$ cat src/rtl/dsq_pkg.sv
package dsq_pkg;
  typedef enum logic [1:0] {
    PH_IZ    = 2'b00,
    PH_AZ    = 2'b01,
    PH_INT   = 2'b10,
    PH_DEINT = 2'b11
  } phase_e;
endpackage

$ cat src/rtl/dsq_timer.sv
module dsq_timer #(
  parameter int TMR_W  = 16,
  parameter int LOAD_W = 8
) (
  input  logic              clk,
  input  logic              rst_n,
  input  logic              clr_i,
  input  logic              ld_i,
  input  logic              inc_i,
  input  logic [LOAD_W-1:0] base_i,
  output logic [TMR_W-1:0]  val_o,
  output logic              full_o
);
  localparam int LOW_W = TMR_W - LOAD_W;

  logic [TMR_W-1:0] val_q, val_d;

  always_comb begin
    val_d = val_q;
    if (clr_i)      val_d = '0;
    else if (ld_i)  val_d = {base_i, {LOW_W{1'b0}}};
    else if (inc_i) val_d = val_q + 1'b1;
  end

  always_ff @(posedge clk or negedge rst_n) begin
    if (!rst_n) val_q <= '0;
    else        val_q <= val_d;
  end

  assign val_o  = val_q;
  assign full_o = &val_q;

  // the sequencer never asks the timer to roll over
  assert_no_wrap_R5: assert property (@(posedge clk) disable iff (!rst_n)
    full_o |-> !inc_i);
endmodule

$ cat src/rtl/dsq_fsm.sv
module dsq_fsm
  import dsq_pkg::*;
(
  input  logic   clk,
  input  logic   rst_n,
  input  logic   force_i,
  input  logic   cmp_i,
  input  logic   pol_i,
  input  logic   full_i,
  output phase_e phase_o,
  output logic   tmr_ld_o,
  output logic   tmr_clr_o,
  output logic   tmr_inc_o,
  output logic   pol_en_o,
  output logic   cap_o,
  output logic   cap_ovr_o
);
  phase_e phase_q, phase_d;

  always_comb begin
    phase_d   = phase_q;
    tmr_ld_o  = 1'b0;
    tmr_clr_o = 1'b0;
    tmr_inc_o = 1'b0;
    pol_en_o  = 1'b0;
    cap_o     = 1'b0;
    cap_ovr_o = 1'b0;
    if (force_i) begin
      phase_d  = PH_AZ;
      tmr_ld_o = 1'b1;
    end else begin
      unique case (phase_q)
        PH_IZ: if (cmp_i) begin
          phase_d  = PH_AZ;
          tmr_ld_o = 1'b1;
        end
        PH_AZ: if (full_i) begin
          phase_d  = PH_INT;
          tmr_ld_o = 1'b1;
        end else tmr_inc_o = 1'b1;
        PH_INT: if (full_i) begin
          phase_d   = PH_DEINT;
          tmr_clr_o = 1'b1;
          pol_en_o  = 1'b1;
        end else tmr_inc_o = 1'b1;
        PH_DEINT: if (cmp_i != pol_i) begin
          phase_d = PH_IZ;
          cap_o   = 1'b1;
        end else if (full_i) begin
          phase_d   = PH_IZ;
          cap_o     = 1'b1;
          cap_ovr_o = 1'b1;
        end else tmr_inc_o = 1'b1;
        default: phase_d = PH_IZ;
      endcase
    end
  end

  always_ff @(posedge clk or negedge rst_n) begin
    if (!rst_n) phase_q <= PH_IZ;
    else        phase_q <= phase_d;
  end

  assign phase_o = phase_q;

  assert_phase_order_R1: assert property (@(posedge clk) disable iff (!rst_n)
    (!$past(force_i) && phase_q != $past(phase_q)) |->
      (phase_q == phase_e'($past(phase_q) + 2'd1)));

  assert_force_az_R8: assert property (@(posedge clk) disable iff (!rst_n)
    force_i |=> phase_q == PH_AZ);

  assert_iz_hold_R6: assert property (@(posedge clk) disable iff (!rst_n)
    (phase_q == PH_IZ && !cmp_i && !force_i) |=> phase_q == PH_IZ);
endmodule

$ cat src/rtl/dsq_capture.sv
module dsq_capture #(
  parameter int TMR_W = 16
) (
  input  logic             clk,
  input  logic             rst_n,
  input  logic             cmp_i,
  input  logic             pol_en_i,
  input  logic             cap_i,
  input  logic             cap_ovr_i,
  input  logic [TMR_W-1:0] tmr_i,
  output logic             pol_o,
  output logic             valid_o,
  output logic [TMR_W-1:0] count_o,
  output logic             res_pol_o,
  output logic             ovr_o
);
  always_ff @(posedge clk or negedge rst_n) begin
    if (!rst_n)        pol_o <= 1'b0;
    else if (pol_en_i) pol_o <= cmp_i;
  end

  always_ff @(posedge clk or negedge rst_n) begin
    if (!rst_n) begin
      count_o   <= '0;
      res_pol_o <= 1'b0;
      ovr_o     <= 1'b0;
    end else if (cap_i) begin
      count_o   <= tmr_i;
      res_pol_o <= pol_o;
      ovr_o     <= cap_ovr_i;
    end
  end

  always_ff @(posedge clk or negedge rst_n) begin
    if (!rst_n) valid_o <= 1'b0;
    else        valid_o <= cap_i;
  end

  assert_valid_pulse_R9: assert property (@(posedge clk) disable iff (!rst_n)
    valid_o |=> !valid_o);

  assert_hold_result_R9: assert property (@(posedge clk) disable iff (!rst_n)
    !$past(cap_i) |-> ($stable(count_o) && $stable(ovr_o) && $stable(res_pol_o)));

  assert_ovr_full_R5: assert property (@(posedge clk) disable iff (!rst_n)
    (valid_o && ovr_o) |-> (&count_o));
endmodule

$ cat src/rtl/dslope_sequencer.sv
module dslope_sequencer
  import dsq_pkg::*;
#(
  parameter int TMR_W  = 16,
  parameter int LOAD_W = 8
) (
  input  logic              clk,
  input  logic              rst_n,
  input  logic              cmp_i,
  input  logic              run_en,
  input  logic              ld_n,
  input  logic [LOAD_W-1:0] load_val,
  output logic [1:0]        phase,
  output logic              res_valid,
  output logic [TMR_W-1:0]  res_count,
  output logic              res_pol,
  output logic              res_ovr
);
  logic              rs_meta, rs_n;
  logic [LOAD_W-1:0] preload_q;
  logic [LOAD_W-1:0] base;
  logic              force_az;
  logic              tmr_ld, tmr_clr, tmr_inc, tmr_full;
  logic [TMR_W-1:0]  tmr_val;
  logic              pol_en, pol_q, cap, cap_ovr;
  phase_e            ph;

  always_ff @(posedge clk or negedge rst_n) begin
    if (!rst_n) begin
      rs_meta <= 1'b0;
      rs_n    <= 1'b0;
    end else begin
      rs_meta <= 1'b1;
      rs_n    <= rs_meta;
    end
  end

  always_ff @(posedge clk or negedge rs_n) begin
    if (!rs_n)      preload_q <= '0;
    else if (!ld_n) preload_q <= load_val;
  end

  assign force_az = !run_en || !ld_n;
  assign base     = ld_n ? preload_q : load_val;

  dsq_timer #(.TMR_W(TMR_W), .LOAD_W(LOAD_W)) u_timer (
    .clk    (clk),
    .rst_n  (rs_n),
    .clr_i  (tmr_clr),
    .ld_i   (tmr_ld),
    .inc_i  (tmr_inc),
    .base_i (base),
    .val_o  (tmr_val),
    .full_o (tmr_full)
  );

  dsq_fsm u_fsm (
    .clk       (clk),
    .rst_n     (rs_n),
    .force_i   (force_az),
    .cmp_i     (cmp_i),
    .pol_i     (pol_q),
    .full_i    (tmr_full),
    .phase_o   (ph),
    .tmr_ld_o  (tmr_ld),
    .tmr_clr_o (tmr_clr),
    .tmr_inc_o (tmr_inc),
    .pol_en_o  (pol_en),
    .cap_o     (cap),
    .cap_ovr_o (cap_ovr)
  );

  dsq_capture #(.TMR_W(TMR_W)) u_cap (
    .clk       (clk),
    .rst_n     (rs_n),
    .cmp_i     (cmp_i),
    .pol_en_i  (pol_en),
    .cap_i     (cap),
    .cap_ovr_i (cap_ovr),
    .tmr_i     (tmr_val),
    .pol_o     (pol_q),
    .valid_o   (res_valid),
    .count_o   (res_count),
    .res_pol_o (res_pol),
    .ovr_o     (res_ovr)
  );

  assign phase = ph;

  assert_deint_from_zero_R4: assert property (@(posedge clk) disable iff (!rs_n)
    (ph == PH_DEINT && $past(ph) == PH_INT) |-> tmr_val == '0);

  assert_restart_base_R8: assert property (@(posedge clk) disable iff (!rs_n)
    $past(force_az) |-> tmr_val == {$past(base), {(TMR_W-LOAD_W){1'b0}}});
endmodule

$ cat config.mk
export PLATFORM = sky130hd
export DESIGN_NAME = dslope_sequencer
export DESIGN_NICKNAME = d
export VERILOG_FILES = /design/src/rtl/dsq_pkg.sv /design/src/rtl/dsq_timer.sv /design/src/rtl/dsq_fsm.sv /design/src/rtl/dsq_capture.sv /design/src/rtl/dslope_sequencer.sv
export SDC_FILE = /design/constraint.sdc
export NUM_CORES = 1
export LEC_CHECK = 0
export ABC_AREA = 0
export BUFFER_PORTS_ARGS = -buffer_cell sky130_fd_sc_hd__buf_4
export CAP_MARGIN = 20
export CORE_MARGIN = 5
export CORE_UTILIZATION = 45
export CTS_CLUSTER_SIZE = 14
export DETAILED_ROUTE_END_ITERATION = 10
export GPL_TIMING_DRIVEN = 0
export PLACE_DENSITY = 0.68
export RECOVER_POWER = 100
export SYNTH_ARGS = -nofsm -noshare
export SYNTH_HDL_FRONTEND = slang
export SYNTH_SLANG_ARGS = --single-unit
export TNS_END_PERCENT = 1
$ cat constraint.sdc
create_clock -name clk -period 2.7 [get_ports clk]
set_input_delay 0.135 -clock clk [delete_from_list [all_inputs] [get_ports clk]]
set_output_delay 0.135 -clock clk [all_outputs]
set_load 0.005 [all_outputs]
==> flow_summary.rst <==
.. list-table::
   :header-rows: 1

   * - Metric
     - Value
   * - 1st-pass router iterations
     - 4
   * - Total overflow reported by the global router
     - 0
   * - Number of enable flip-flop cells after synthesis
     - 0
   * - Most frequently used flop master after synthesis
     - dfrtp_1
   * - Post-synthesis to final-layout area growth
     - 17.7%
   * - Overall routing resource usage
     - 14.2%
   * - Via count of the first global-routing pass
     - 1527
   * - Area after DPL
     - 2690 um2
   * - Clock latency on the worst-skew pair
     - 0.30 ns
   * - Leakage power of the design
     - 0.00130 uW
   * - Number of distinct library cells after synthesis
     - 37
   * - Number of nets produced by synthesis
     - 210
   * - Highest attainable clock frequency
     - 432 MHz
   * - Syn Std Cell Area
     - 2330 um2
   * - Clock tree sinks
     - 48
   * - Minimum clock period
     - 2.31 ns
   * - Endpoints failing hold
     - 0
   * - Tcrit/Tclk final
     - 85.7%
   * - Largest net degree at the start of global routing
     - 25
   * - Syn avg cell area
     - 12.2 um2
   * - Measured slew at the worst slew-check pin
     - 1.26 ns
   * - Final Skew
     - 0.00754 ns
   * - Most numerous cell types in the synthesized netlist
     - dfrtp_1, mux2_2, nor2_1, mux2_4, xnor2_1
   * - Post-route DRC violation count
     - 0
   * - Async set-or-reset flop fraction in the synthesized netlist
     - 100%
   * - Register bit count reported by yosys
     - 48
   * - Number of DRC violations after detailed-routing iteration 0
     - 83
   * - Number of filler instances in the final layout
     - 485
   * - Worst endpoint required time
     - 2.88 ns
   * - Worst-path fanout max
     - 10
   * - Post-synth top area share
     - 51.5%
   * - Unrepaired setup endpoints after global routing
     - no
   * - Most common cell in the synthesized netlist
     - dfrtp_1
   * - Finish-stage setup viols
     - 0
   * - Fraction of the yosys area taken by sequential cells
     - 51.5%
   * - Worst setup EP type
     - flop
   * - Clock Tree Buf Depth
     - 2
   * - Result of the run
     - completed
   * - Die Width
     - 82.0 um
   * - Initial Util
     - 45.9%
   * - Total of warnings raised by yosys
     - 0
   * - Global placer's final weighted congestion
     - 0.813
   * - Design area
     - 2740 um2
   * - H-tree lvl count
     - 2
   * - Arrival time at the worst endpoint
     - 2.50 ns
   * - CORE AREA
     - 5070 um2
   * - Detailed placer's ending HPWL
     - 3130 um
   * - Total Die Area
     - 6720 um2
   * - Wire per inst
     - 13.5 um
   * - Crit Path Category
     - reg -> reg
   * - Initial antenna violation count
     - 0
   * - Number of max-cap violations
     - 0
   * - TritonCTS Buffers
     - 5
   * - Proportion of layout cells with a drive suffix above 1
     - 27.8%
   * - Via total after detailed routing
     - 1492
   * - Root buf cell
     - clkbuf_8
   * - Clock input transition at the sequential cells of the worst setup and hold paths
     - 0.08 ns
   * - First-pass GRT wire length
     - 7130 um
   * - Post-CTS sizing
     - 0
   * - Final-stage net count
     - 252
   * - Remaining number of nets flagged by the antenna check after routing
     - 0
   * - IR drop worst, VDD
     - 0.306 mV
   * - Final wirelength
     - 4090 um
   * - Post-synthesis cell count
     - 191
   * - Setup TNS
     - 0 ns
   * - I/O pin total
     - 34
   * - Cell type with the highest aggregate area in the netlist
     - dfrtp_1
   * - Count of standard-cell rows
     - 26
   * - Path type of the worst min-delay path
     - in -> reg
   * - TritonCTS clock tree
     - done
   * - Biggest area contributors in the synthesized netlist
     - dfrtp_1, mux2_2, mux2_4, xnor2_1, ha_1
   * - Average vias per placed instance
     - 4.91
   * - Startpoint types
     - flop
   * - Die extent in y
     - 82.0 um
   * - Antenna Cells
     - 0
   * - Slew Limit Fails
     - 0
   * - Total power density per cell area
     - 481 nW/um2
   * - Max-Slew Margin vs Limit
     - 16.3%
   * - Count of buffers inserted at the top-level ports
     - 33
[timing repair]
| action | CTS | global route |
|---|---|---|
| setup endpoints to repair | 0 | 0 |
| hold buffers | 1 | 0 |
| buffers inserted | 0 | 0 |
| endpoints found under the hold margin | 2 | 0 |
[where the power goes]
part	leakage (uW)	internal, uW	switching (uW)	total [uW]
registers	0.000621	750	33.9	784
logic	0.000631	53.8	50.4	104
clock network	0.0000455	209	222	431
[sequential cells by signal, indices dropped and copies added, names as in the netlist]
| name | flops |
|---|---|
| rs_meta | 1 |
| u_cap.res_pol_o | 1 |
| rs_n | 1 |
| u_fsm.phase_o | 2 |
| u_cap.ovr_o | 1 |
| u_cap.valid_o | 1 |
| u_timer.val_o | 16 |
| u_cap.pol_o | 1 |
| u_cap.count_o | 16 |
| preload_q | 8 |
[through the flow]
step	util [%]	total power (uW)	cells	setup WS, ns	hold slack [ns]
6_report	54.1	1320	304	0.385	0.0758
5_1_grt	54.1	1400	304	0.111	0.0754
4_1_cts	54.9	1350	304	0.478	0.0741
3_5_place_dp	53.0	913	295	0.502	-0.0816
3_3_place_gp	52.5	907	294	0.523	-0.0825
2_1_floorplan	-	867	191	0.817	-0.161
[cell families (layout without fill, tap and decap cells)]
logic type | after synthesis | after routing | share of synthesized area [%]
flops | 48 | 48 | 51.5
fa+ha+maj | 6 | 6 | 3.22
mux | 29 | 29 | 15.3
xor+xnor | 16 | 16 | 6.01
buf+inv | 13 | 56 | 2.74
other cells | 1 | 1 | 0.161
compound gates | 20 | 20 | 6.50
simple gates | 58 | 58 | 14.5
[routing by layer]
metal,part of all wire [%],GRT usage [%]
met4,2.1,6.64
met2,43,19.8
met1,51,20.4
met5,0,0
met3,3.7,3.73
[area by class of cell]
| cell class | count | area (um2) | share of cell area, % |
|---|---|---|---|
| plain buffers | 7 | 41.3 | 1.50 |
| flip-flops and latches | 48 | 1200 | 43.8 |
| clock buffers | 8 | 90.1 | 3.28 |
| well taps | 70 | 87.6 | 3.19 |
| multi-input cells | 130 | 1050 | 38.2 |
| inverters | 6 | 22.5 | 0.821 |
| repair buffers | 35 | 254 | 9.26 |
[critical path: stages, from the launching register on]
cell and delay (ns):
dfrtp_1 0.41, ha_1 0.22, nand4_1 0.17, nor4_1 0.47, buf_4 0.28, o21ai_4 0.12, buf_6 0.19, mux2_1 0.31
[worst paths after layout]
kind | start | endpoint | slack, ns | depth (start not counted)
max | u_timer.val_o[0] | u_cap.count_o[11] | 0.39 | 7
min | load_val[7] | preload_q[7] | 0.08 | 2
max reg2reg | u_timer.val_o[0] | u_cap.count_o[11] | 0.39 | 7
min reg2reg | rs_n | u_cap.count_o[1] | 0.36 | 0
max in group asynchronous | rs_n | u_cap.valid_o | 0.71 | 1
min in group asynchronous | rst_n | rs_meta | 0.15 | 2
[layout by cell type, fill, tap and decap left out, types with 6 or more instances in the layout]
cell type	count
dfrtp_1	48
clkbuf_4	20
nor2_1	17
buf_4	12
mux2_1	9
xnor2_1	9
mux2_2	9
mux2_4	8
clkbuf_1	7
xor2_1	7
a211oi_1	7
inv_1	6
nand3_1	6
a21oi_1	6
ha_1	6
clkbuf_8	6
(Power assumes the default switching activity.)
